`src/rtl/bidir_latch_xcvr_pkg.sv`:
```
package bidir_latch_xcvr_pkg;

   typedef struct packed {
      logic path_n;
      logic gate_n;
      logic drv_n;
   } dir_ctrl_t;

   function automatic logic bank_open(dir_ctrl_t c);
      return (!c.path_n) && (!c.gate_n);
   endfunction

   function automatic logic bank_drives(dir_ctrl_t c);
      return (!c.path_n) && (!c.drv_n);
   endfunction

endpackage

```
`src/rtl/xcvr_dir_bank.sv`:
```
module xcvr_dir_bank
   import bidir_latch_xcvr_pkg::*;
#(
   parameter int WIDTH  = 8,
   parameter bit INVERT = 1'b1
) (
   input  logic             clk,
   input  logic             rst_n,
   input  dir_ctrl_t        ctrl,
   input  logic [WIDTH-1:0] src,
   output logic [WIDTH-1:0] dst,
   output logic             dst_oe
);

   localparam logic [WIDTH-1:0] ZERO_W = '0;

   logic [WIDTH-1:0] held_q;
   logic [WIDTH-1:0] view;
   logic [WIDTH-1:0] view_pol;
   logic             is_open;
   logic             is_drv;

   assign is_open = bank_open(ctrl);
   assign is_drv  = bank_drives(ctrl);

   always_ff @(posedge clk or negedge rst_n) begin
      if (!rst_n)
         held_q <= ZERO_W;
      else if (is_open)
         held_q <= src;
   end

   assign view = is_open ? src : held_q;

   generate
      if (INVERT) begin : g_inv
         assign view_pol = ~view;
      end else begin : g_true
         assign view_pol = view;
      end
   endgenerate

   assign dst    = is_drv ? view_pol : ZERO_W;
   assign dst_oe = is_drv;

endmodule

```
`src/rtl/xcvr_clash_flag.sv`:
```
module xcvr_clash_flag (
   input  logic oe_a,
   input  logic oe_b,
   output logic clash
);
   assign clash = oe_a & oe_b;
endmodule

```
`src/rtl/bidir_latch_xcvr.sv`:
```
module bidir_latch_xcvr
   import bidir_latch_xcvr_pkg::*;
#(
   parameter int WIDTH  = 8,
   parameter bit INVERT = 1'b1
) (
   input  logic             clk,
   input  logic             rst_n,
   input  logic [WIDTH-1:0] a_in,
   output logic [WIDTH-1:0] a_out,
   output logic             a_oe,
   input  logic [WIDTH-1:0] b_in,
   output logic [WIDTH-1:0] b_out,
   output logic             b_oe,
   input  logic             ab_path_n,
   input  logic             ab_gate_n,
   input  logic             ab_drv_n,
   input  logic             ba_path_n,
   input  logic             ba_gate_n,
   input  logic             ba_drv_n,
   output logic             contention
);

   generate
      if (WIDTH < 1) begin : g_bad_width
         $error("bidir_latch_xcvr: WIDTH must be at least 1");
      end
   endgenerate

   dir_ctrl_t ab_ctrl;
   dir_ctrl_t ba_ctrl;

   assign ab_ctrl = '{path_n: ab_path_n, gate_n: ab_gate_n, drv_n: ab_drv_n};
   assign ba_ctrl = '{path_n: ba_path_n, gate_n: ba_gate_n, drv_n: ba_drv_n};

   xcvr_dir_bank #(.WIDTH(WIDTH), .INVERT(INVERT)) u_ab (
      .clk    (clk),
      .rst_n  (rst_n),
      .ctrl   (ab_ctrl),
      .src    (a_in),
      .dst    (b_out),
      .dst_oe (b_oe)
   );

   xcvr_dir_bank #(.WIDTH(WIDTH), .INVERT(INVERT)) u_ba (
      .clk    (clk),
      .rst_n  (rst_n),
      .ctrl   (ba_ctrl),
      .src    (b_in),
      .dst    (a_out),
      .dst_oe (a_oe)
   );

   xcvr_clash_flag u_clash (
      .oe_a  (a_oe),
      .oe_b  (b_oe),
      .clash (contention)
   );

endmodule

```
`config.mk`:
```
export PLATFORM = sky130hd
export DESIGN_NAME = bidir_latch_xcvr
export DESIGN_NICKNAME = d
export VERILOG_FILES = /design/src/rtl/bidir_latch_xcvr_pkg.sv /design/src/rtl/xcvr_dir_bank.sv /design/src/rtl/xcvr_clash_flag.sv /design/src/rtl/bidir_latch_xcvr.sv
export SDC_FILE = /design/constraint.sdc
export NUM_CORES = 1
export LEC_CHECK = 0
export BUFFER_PORTS_ARGS = -buffer_cell sky130_fd_sc_hd__buf_2
export CORE_MARGIN = 10
export CORE_UTILIZATION = 43
export DETAILED_ROUTE_END_ITERATION = 6
export PLACE_DENSITY = 0.74
export SLEW_MARGIN = 20
export SYNTH_ARGS = -nofsm -noshare
export SYNTH_HDL_FRONTEND = slang
export SYNTH_SLANG_ARGS = --single-unit
```
`constraint.sdc`:
```
create_clock -name clk -period 1 [get_ports clk]
set_clock_uncertainty 0.1 [all_clocks]
set_input_delay 0.15 -clock clk [delete_from_list [all_inputs] [get_ports clk]]
set_output_delay 0.15 -clock clk [all_outputs]
set_load 0.005 [all_outputs]
```
==> results.sh, run 1 <==
export IMPL_rr_worst_depth=2
export IMPL_cts_htree_levels=1
export IMPL_cap_violations=0
export IMPL_ys_async_sr_fraction_pct=100
export IMPL_setup_violations=18
export IMPL_final_nets=168
export IMPL_syn_nets=101
export IMPL_p_leak_nw=0.705
export IMPL_antenna_cells=0
export IMPL_cellPowerDensity_nw_per_um2=1170
export IMPL_synth_top_area_share_pct=41.5
export IMPL_final_core_util_pct=70.0
export IMPL_irDropWorstVdd_uv=1120
export IMPL_synth_top_area_cell="dfrtp_1"
export IMPL_reg2reg_to="u_ab.held_q[6]"
export IMPL_synth_distinct_cells=11
export IMPL_final_seq_area_um2=400
export IMPL_initial_core_util_pct=44.5
export IMPL_slowest_delay_ps=410
export IMPL_routed_wirelength_um=2620
export IMPL_ant_nets=0
export IMPL_final_setup_worst_slack_ps=-287
export IMPL_hpwl_um=1840
export IMPL_num_fill_cells=163
export IMPL_die_area_um2=4540
export IMPL_fp_dieH_um=67.4
export IMPL_cts_clk_slew_worst_paths_ps=100
export IMPL_pre_cts_ws_ps=-313
export IMPL_synth_ff_type="dfrtp_1"
export IMPL_synthTopCellsByCount="a211oi_2 (16), dfrtp_1 (16), mux2_2 (16), nor2b_1 (16), buf_4 (3)"
export IMPL_maxSlewViolCount=0
export IMPL_cp_slowest_cell="dfrtp_1"
export IMPL_seq_area_frac_synth_pct=41.5
export IMPL_rsz0062_at_grt="true"
export IMPL_dr_pass1_iters=4
export IMPL_layout_drive_gt1_share_pct=68.5
export IMPL_max_freq_mhz=777
export IMPL_worstSetupPathType="register to output pin"
export IMPL_drt_vias_per_instance=4.88
export IMPL_reg2reg_from="u_ab.held_q[6]"
export IMPL_synth_seq_cells=16
export IMPL_grt_max_degree=17
export IMPL_die_w_um=67.4
export IMPL_synth_edf_count=0
export IMPL_final_hold_viol_count=0
export IMPL_critPathLaunch="u_ba.held_q[3]"
export IMPL_coreArea_um2=2170
export IMPL_cp_start_kind="register"
export IMPL_grtUsageMet3_pct=4.79
export IMPL_status="finished with violations"
export IMPL_top_usage_layer="met2"
export IMPL_final_area_um2=1520
export IMPL_cp_max_fo=2
export IMPL_endpoint_kind="output pin"
export IMPL_cts_tree="built"
export IMPL_crit_chain="a211oi_2 > buf_2"
export IMPL_use_met1_pct=13.9
export IMPL_numCtsBuffers=3
export IMPL_place_area_um2=1280
export IMPL_rrSetupSlack_ps=0
export IMPL_relSlewSlack_pct=76.2
export IMPL_wl_per_cell_um=15.3
export IMPL_hold_path_class="primary input to register"
export IMPL_violations="setup timing"
export IMPL_grt_pass1_vias=932
export IMPL_num_rows=17
export IMPL_drt_initial_drc_count=29
export IMPL_vias=834
export IMPL_root_buffer="clkbuf_4"
export IMPL_area_growth_pct=57.5
export IMPL_io_buffer_count=42
export IMPL_ys_top_cells_by_area="dfrtp_1 (42%), a211oi_2 (21%), mux2_2 (19%)"
export IMPL_drc=0
export IMPL_multi_input_area_um2=567
export IMPL_syn_area_um2=965
export IMPL_cp_required_ps=750
export IMPL_track_usage_pct=12.1
export IMPL_insertion_delay_ps=280
export IMPL_globalRouteOverflowTotal=0
export IMPL_tightestPinTransition_ps=357
export IMPL_synth_warning_count=0
export IMPL_gr_usage_met2_pct=20.5
export IMPL_gp_congestion=0.713
export IMPL_layout_min_cycle_time_ps=1290
export IMPL_cts_sinks=16
export IMPL_grt_pass1_wl_um=4360
export IMPL_cts_path_max_buffers=2
export IMPL_period_share_pct=129
export IMPL_cp_endpoint="a_out[3]"
export IMPL_io_pin_count=43
export IMPL_synth_area_per_cell_um2=12.5
export IMPL_antenna_found_initial=0
export IMPL_cp_arrival_ps=1040
export IMPL_syn_instance_count=77
==> worst min path at each step <==
| stage | depth (start not counted) | startpoint | endpoint |
|---|---|---|---|
| after floorplan | 0 | rst_n | u_ab.held_q[0] |
| final | 2 | b_in[5] | u_ba.held_q[5] |
| after global placement | 1 | rst_n | u_ba.held_q[6] |
| after detailed placement | 1 | rst_n | u_ba.held_q[1] |
| after CTS | 2 | b_in[5] | u_ba.held_q[5] |
| after global routing | 2 | b_in[5] | u_ba.held_q[5] |
==> placed cells by master (no fill, tap or decap), drive strengths merged <==
| cell type | count |
|---|---|
| or2 | 4 |
| clkbuf | 4 |
| dfrtp | 16 |
| nor2 | 3 |
| dlygate4sd3 | 11 |
| buf | 55 |
| nor2b | 16 |
| a211oi | 16 |
| inv | 2 |
| mux2 | 16 |
==> registers in the layout (all words and copies together), names as in the netlist <==
signal,count
u_ab.held_q,8
u_ba.held_q,8
==> worst max-delay path: cells and delay by family (launching register included) <==
kind | cells | cell delay, ps
flip-flops | 1 | 410
buffers and inverters | 1 | 140
AO/OA/AOI/OAI | 1 | 210
==> kinds of logic after synthesis <==
group	synth area share [%]
buffers and inverters	4.67
DFF	41.5
and+or+nand+nor	14.4
muxes	18.7
AOI/OAI and AO/OA	20.8
==> report_power, final <==
part	internal, W	switching (W)
Sequential	0.000743	0.0000714
Combinational	0.000342	0.000192
Clock	0.000222	0.000205
==> timing repair <==
action	in CTS	in global routing
setup buffers	6	2
cloned	2	0
endpoints found under the hold margin	23	3
pin swaps	14	1
setup endpoints to repair	19	23
gates resized for setup	8	6
hold buffers	8	3
==> metal layers <==
metal | vias up | share of wire (%)
li1 | 411 | -
met1 | 396 | 42
met2 | 25 | 51
met3 | 2 | 6.2
met4 | 0 | 0.34
met5 | - | 0
==> per-stage QoR <==
step / instances / setup TNS, ps / hold WS, ps / power, W
floorplan: 77 / -516 / -246 / 0.00107
global placement: 148 / -7660 / -15.2 / 0.00121
detailed placement: 148 / -8050 / -19.1 / 0.00123
CTS: 167 / -4200 / 1.39 / 0.00175
global route: 171 / -5290 / -1.84 / 0.00188
finish: 171 / -4070 / 9.02 / 0.00177
==> layout make-up <==
cell class                      instances  share of cell area (%)
Inverter                                2                   0.494
Clock buffer                            4                    2.39
Tap cell                               28                    2.31
Sequential cell                        16                    26.4
Timing Repair Buffer                   66                    31.1
Multi-Input combinational cell         55                    37.3
Note: power is estimated with default switching activity, not from simulation.
==> inputs of run 2 (changes only) <==
--- a/config.mk
+++ b/config.mk
@@ -10,6 +10,7 @@
 export CORE_UTILIZATION = 43
 export DETAILED_ROUTE_END_ITERATION = 6
 export PLACE_DENSITY = 0.74
+export RECOVER_POWER = 100
 export SLEW_MARGIN = 20
 export SYNTH_ARGS = -nofsm -noshare
 export SYNTH_HDL_FRONTEND = slang
==> run 2 against run 1 <==
Compared with the run above:
- the flow still finishes with violations (setup timing)
- worst hold slack about the same
- sequential share of layout area increased by 0.24 points
- register-to-register slack about the same
- total power decreased by 0.30%
- final cell count unchanged
- global-route usage unchanged
- first-iteration DRC count decreased by 17%
- flip-flop and latch count unchanged
- non-clock buffer count unchanged
- critical path type unchanged
- critical endpoint unchanged
- largest power group unchanged
- highest routed layer unchanged
==> results.sh, run 2 (same netlist as run 1, synthesis figures left out) <==
export IMPL_cts_tree="built"
export IMPL_track_usage_pct=12.1
export IMPL_max_freq_mhz=777
export IMPL_root_buffer="clkbuf_4"
export IMPL_fp_dieH_um=67.4
export IMPL_p_clk_share_pct=24.1
export IMPL_totalPowerFinal_w=0.00177
export IMPL_globalRouteOverflowTotal=0
export IMPL_period_share_pct=129
export IMPL_hpwl_um=1840
export IMPL_vias=837
export IMPL_die_area_um2=4540
export IMPL_cp_slowest_cell="dfrtp_1"
export IMPL_setup_violations=18
export IMPL_status="finished with violations"
export IMPL_grt_pass1_vias=932
export IMPL_wl_per_cell_um=15.4
export IMPL_coreArea_um2=2170
export IMPL_final_common_cell="buf_2"
export IMPL_cts_htree_levels=1
export IMPL_cp_num_buf_inv=1
export IMPL_drt_initial_drc_count=24
export IMPL_cts_clk_slew_worst_paths_ps=100
export IMPL_endpoint_kind="output pin"
export IMPL_tightestPinTransition_ps=398
export IMPL_num_fill_cells=169
export IMPL_maxSlewViolCount=0
export IMPL_routed_wirelength_um=2630
export IMPL_cts_path_max_buffers=2
export IMPL_place_area_um2=1280
export IMPL_final_area_um2=1510
export IMPL_insertion_delay_ps=280
export IMPL_numCtsBuffers=3
export IMPL_layout_min_cycle_time_ps=1290
export IMPL_layout_common_cells="buf_2 (35), nor2b_1 (16), a211oi_2 (16), dfrtp_1 (16), dlygate4sd3_1 (11)"
export IMPL_io_pin_count=43
export IMPL_final_hold_viol_count=0
export IMPL_initial_core_util_pct=44.5
export IMPL_num_rows=17
export IMPL_antenna_cells=0
export IMPL_drt_vias_per_instance=4.89
export IMPL_hold_path_class="primary input to register"
export IMPL_p_leak_nw=0.690
export IMPL_p_comb_share_pct=29.9
export IMPL_top_regs="u_ab.held_q x8, u_ba.held_q x8"
export IMPL_p_seq_share_pct=46.0
export IMPL_cellPowerDensity_nw_per_um2=1180
export IMPL_p_int_w=0.00130
export IMPL_crit_chain="a211oi_2 > buf_2"
export IMPL_grt_pass1_wl_um=4360
export IMPL_violations="setup timing"
export IMPL_dr_pass1_iters=4
export IMPL_irDropWorstVdd_uv=1120
export IMPL_die_w_um=67.4
export IMPL_io_buffer_count=42
export IMPL_gp_congestion=0.713
export IMPL_switchingPower_w=0.000469
export IMPL_slowest_delay_ps=410
export IMPL_final_setup_worst_slack_ps=-288
export IMPL_cap_violations=0
export IMPL_relSlewSlack_pct=73.5
export IMPL_layout_drive_gt1_share_pct=65.7
export IMPL_cp_start_kind="register"
export IMPL_rsz0062_at_grt="true"
export IMPL_cts_sinks=16
export IMPL_drc=0
export IMPL_grt_max_degree=17
export IMPL_swShare_pct=26.5
export IMPL_area_growth_pct=56.0
export IMPL_cp_required_ps=750
export IMPL_fin_setup_tns_ps=-4070
export IMPL_critPathTopFamily="flip-flops"
export IMPL_antenna_found_initial=0
export IMPL_cp_arrival_ps=1040
export IMPL_cp_max_fo=2
export IMPL_final_nets=168
export IMPL_worstSetupPathType="register to output pin"
export IMPL_ant_nets=0
run 2: through the flow:
step | hold slack [ps] | utilization, % | worst slack [ps] | instances
final | 8.78 | 69.4 | -288 | 171
after global routing | -1.84 | 69.4 | -356 | 171
after CTS | 1.39 | 67.3 | -284 | 167
after detailed placement | -19.1 | 58.9 | -313 | 148
after global placement | -15.2 | 58.9 | -290 | 148
after floorplan | -246 | - | -41.7 | 77
run 2: timing repair:
action,in CTS,in global routing
hold buffers,8,3
setup buffers,6,2
resized for setup,8,6
pin swaps,14,1
endpoints found under the setup margin,19,23
endpoints found under the hold margin,23,3
cloned,2,0
run 2: layer usage:
layer	GRT usage, %	vias up	share of wire [%]
li1	-	412	-
met1	13.9	398	42
met2	20.5	25	51
met3	4.79	2	6.1
met4	3.08	0	0.34
met5	0	-	0
run 2: layout make-up:
cell class                      instances  area (µm²)  share of cell area (%)
Clock buffer                            4        36.3                    2.41
Inverter                                2        7.51                   0.499
Multi-Input combinational cell         55         567                    37.7
Sequential cell                        16         400                    26.6
Tap cell                               28        35.0                    2.33
Timing Repair Buffer                   66         459                    30.5
run 2: worst paths after layout:
kind	start	to	slack, ps	cells after the start
worst max-delay path	u_ba.held_q[3]	a_out[3]	-290	2
worst min-delay path	a_in[3]	u_ab.held_q[3]	9	2
worst max register to register	u_ab.held_q[6]	u_ab.held_q[6]	0	2
worst min register to register	u_ab.held_q[7]	u_ab.held_q[7]	440	1
max in group asynchronous	rst_n	u_ab.held_q[3]	310	2
min in group asynchronous	rst_n	u_ba.held_q[6]	210	2
run 2: power groups by stage:
stage / combinational, W / clock (W) / sequential (W)
after floorplan: 0.000265 / 0 / 0.000806
after global placement: 0.000396 / 0 / 0.000817
after detailed placement: 0.000409 / 0 / 0.000823
after CTS: 0.000500 / 0.000440 / 0.000809
after global routing: 0.000577 / 0.000477 / 0.000824
final: 0.000528 / 0.000427 / 0.000814
==> inputs of run 3 (changes only) <==
--- a/config.mk
+++ b/config.mk
@@ -10,7 +10,7 @@
 export CORE_UTILIZATION = 43
 export DETAILED_ROUTE_END_ITERATION = 6
 export PLACE_DENSITY = 0.74
-export RECOVER_POWER = 100
+export RECOVER_POWER = 25
 export SLEW_MARGIN = 20
 export SYNTH_ARGS = -nofsm -noshare
 export SYNTH_HDL_FRONTEND = slang
==> run 3 against run 2 <==
Compared with the run above:
- the flow still finishes with violations (setup timing)
- worst hold slack is essentially flat
- die area is the same
- total power grew 0.30%
- register-to-register slack is essentially flat
- first-iteration DRC count grew 29%
- non-clock buffer count is the same
- clock power is essentially flat
- via count shrank 0.36%
==> results.sh, run 3 (same netlist as run 1, synthesis figures left out) <==
export IMPL_totalPowerFinal_w=0.00177
export IMPL_wl_per_cell_um=15.3
export IMPL_final_core_util_pct=70.0
export IMPL_cts_htree_levels=1
export IMPL_insertion_delay_ps=280
export IMPL_die_area_um2=4540
export IMPL_drt_vias_per_instance=4.88
export IMPL_cp_required_ps=750
export IMPL_vias=834
export IMPL_maxSlewViolCount=0
export IMPL_violations="setup timing"
export IMPL_cts_clk_slew_worst_paths_ps=100
export IMPL_place_inst=148
export IMPL_num_fill_cells=163
export IMPL_cts_tree="built"
export IMPL_globalRouteOverflowTotal=0
export IMPL_dr_pass1_iters=4
export IMPL_layout_min_cycle_time_ps=1290
export IMPL_layout_drive_gt1_share_pct=68.5
export IMPL_grt_pass1_vias=932
export IMPL_initial_core_util_pct=44.5
export IMPL_max_freq_mhz=777
export IMPL_hpwl_um=1840
export IMPL_antenna_cells=0
export IMPL_root_buffer="clkbuf_4"
export IMPL_setup_violations=18
export IMPL_irDropWorstVdd_uv=1120
export IMPL_top_regs="u_ab.held_q x8, u_ba.held_q x8"
export IMPL_track_usage_pct=12.1
export IMPL_worstSetupPathType="register to output pin"
export IMPL_num_rows=17
export IMPL_numCtsBuffers=3
export IMPL_cp_max_fo=2
export IMPL_final_setup_worst_slack_ps=-287
export IMPL_status="finished with violations"
export IMPL_coreArea_um2=2170
export IMPL_cap_violations=0
export IMPL_final_area_um2=1520
export IMPL_fp_dieH_um=67.4
export IMPL_die_w_um=67.4
export IMPL_cts_sinks=16
export IMPL_place_area_um2=1280
export IMPL_endpoint_kind="output pin"
export IMPL_grt_pass1_wl_um=4360
export IMPL_drt_initial_drc_count=31
export IMPL_final_nets=168
export IMPL_final_common_cell="buf_2"
export IMPL_cts_path_max_buffers=2
export IMPL_cp_arrival_ps=1040
export IMPL_drc=0
export IMPL_area_growth_pct=57.5
export IMPL_io_buffer_count=42
export IMPL_grt_max_degree=17
export IMPL_p_leak_nw=0.705
export IMPL_ant_nets=0
export IMPL_hold_path_class="primary input to register"
export IMPL_io_pin_count=43
export IMPL_final_hold_viol_count=0
export IMPL_routed_wirelength_um=2620
export IMPL_gp_congestion=0.713
export IMPL_fin_cells=171
export IMPL_layout_common_cells="buf_2 (38), nor2b_1 (16), a211oi_2 (16), dfrtp_1 (16), dlygate4sd3_1 (11)"
export IMPL_cp_start_kind="register"
export IMPL_tightestPinTransition_ps=398
export IMPL_relSlewSlack_pct=73.5
export IMPL_antenna_found_initial=0
export IMPL_period_share_pct=129
export IMPL_cellPowerDensity_nw_per_um2=1170
export IMPL_rsz0062_at_grt="true"
[run 3: layout make-up]
type,instances,area [µm²],share of cell area (%)
Sequential cell,16,400,26.4
Tap cell,28,35.0,2.31
Inverter,2,7.51,0.494
Timing Repair Buffer,66,473,31.1
Clock buffer,4,36.3,2.39
Multi-Input combinational cell,55,567,37.3
[run 3: worst paths after layout]
kind | startpoint | to | slack, ps | cells past startpoint
worst max-delay path | u_ba.held_q[3] | a_out[3] | -290 | 2
worst min-delay path | b_in[5] | u_ba.held_q[5] | 9 | 2
worst max register to register | u_ab.held_q[6] | u_ab.held_q[6] | 0 | 2
worst min register to register | u_ab.held_q[7] | u_ab.held_q[7] | 440 | 1
max in group asynchronous | rst_n | u_ab.held_q[3] | 310 | 2
min in group asynchronous | rst_n | u_ba.held_q[6] | 210 | 2
[run 3: what timing repair did]
item / in CTS / in global routing
pin swaps: 14 / 1
setup endpoints to repair: 19 / 23
setup buffers: 6 / 2
cloned: 2 / 0
gates resized for setup: 8 / 6
endpoints found under the hold margin: 23 / 3
hold buffers: 8 / 3
[run 3: power breakdown]
group / switching [W] / internal [W]
Clock: 0.000205 / 0.000222
Combinational: 0.000192 / 0.000342
Sequential: 0.0000714 / 0.000743
[run 3: per-layer routing]
metal	wire length, µm	global-route usage [%]
met5	0	0
met1	1110	13.9
met3	162	4.79
met2	1340	20.5
met4	9	3.08
[run 3: through the flow]
stage | TNS [ps] | hold WS, ps | setup WS, ps
2_1_floorplan | -516 | -246 | -41.7
3_3_place_gp | -7660 | -15.2 | -290
3_5_place_dp | -8050 | -19.1 | -313
4_1_cts | -4200 | 1.39 | -284
5_1_grt | -5290 | -1.84 | -356
6_report | -4070 | 9.02 | -287
[run 3: worst max-delay path: stages (launching register included)]
cell	delay, ps
dfrtp_1	410
a211oi_2	210
buf_2	140
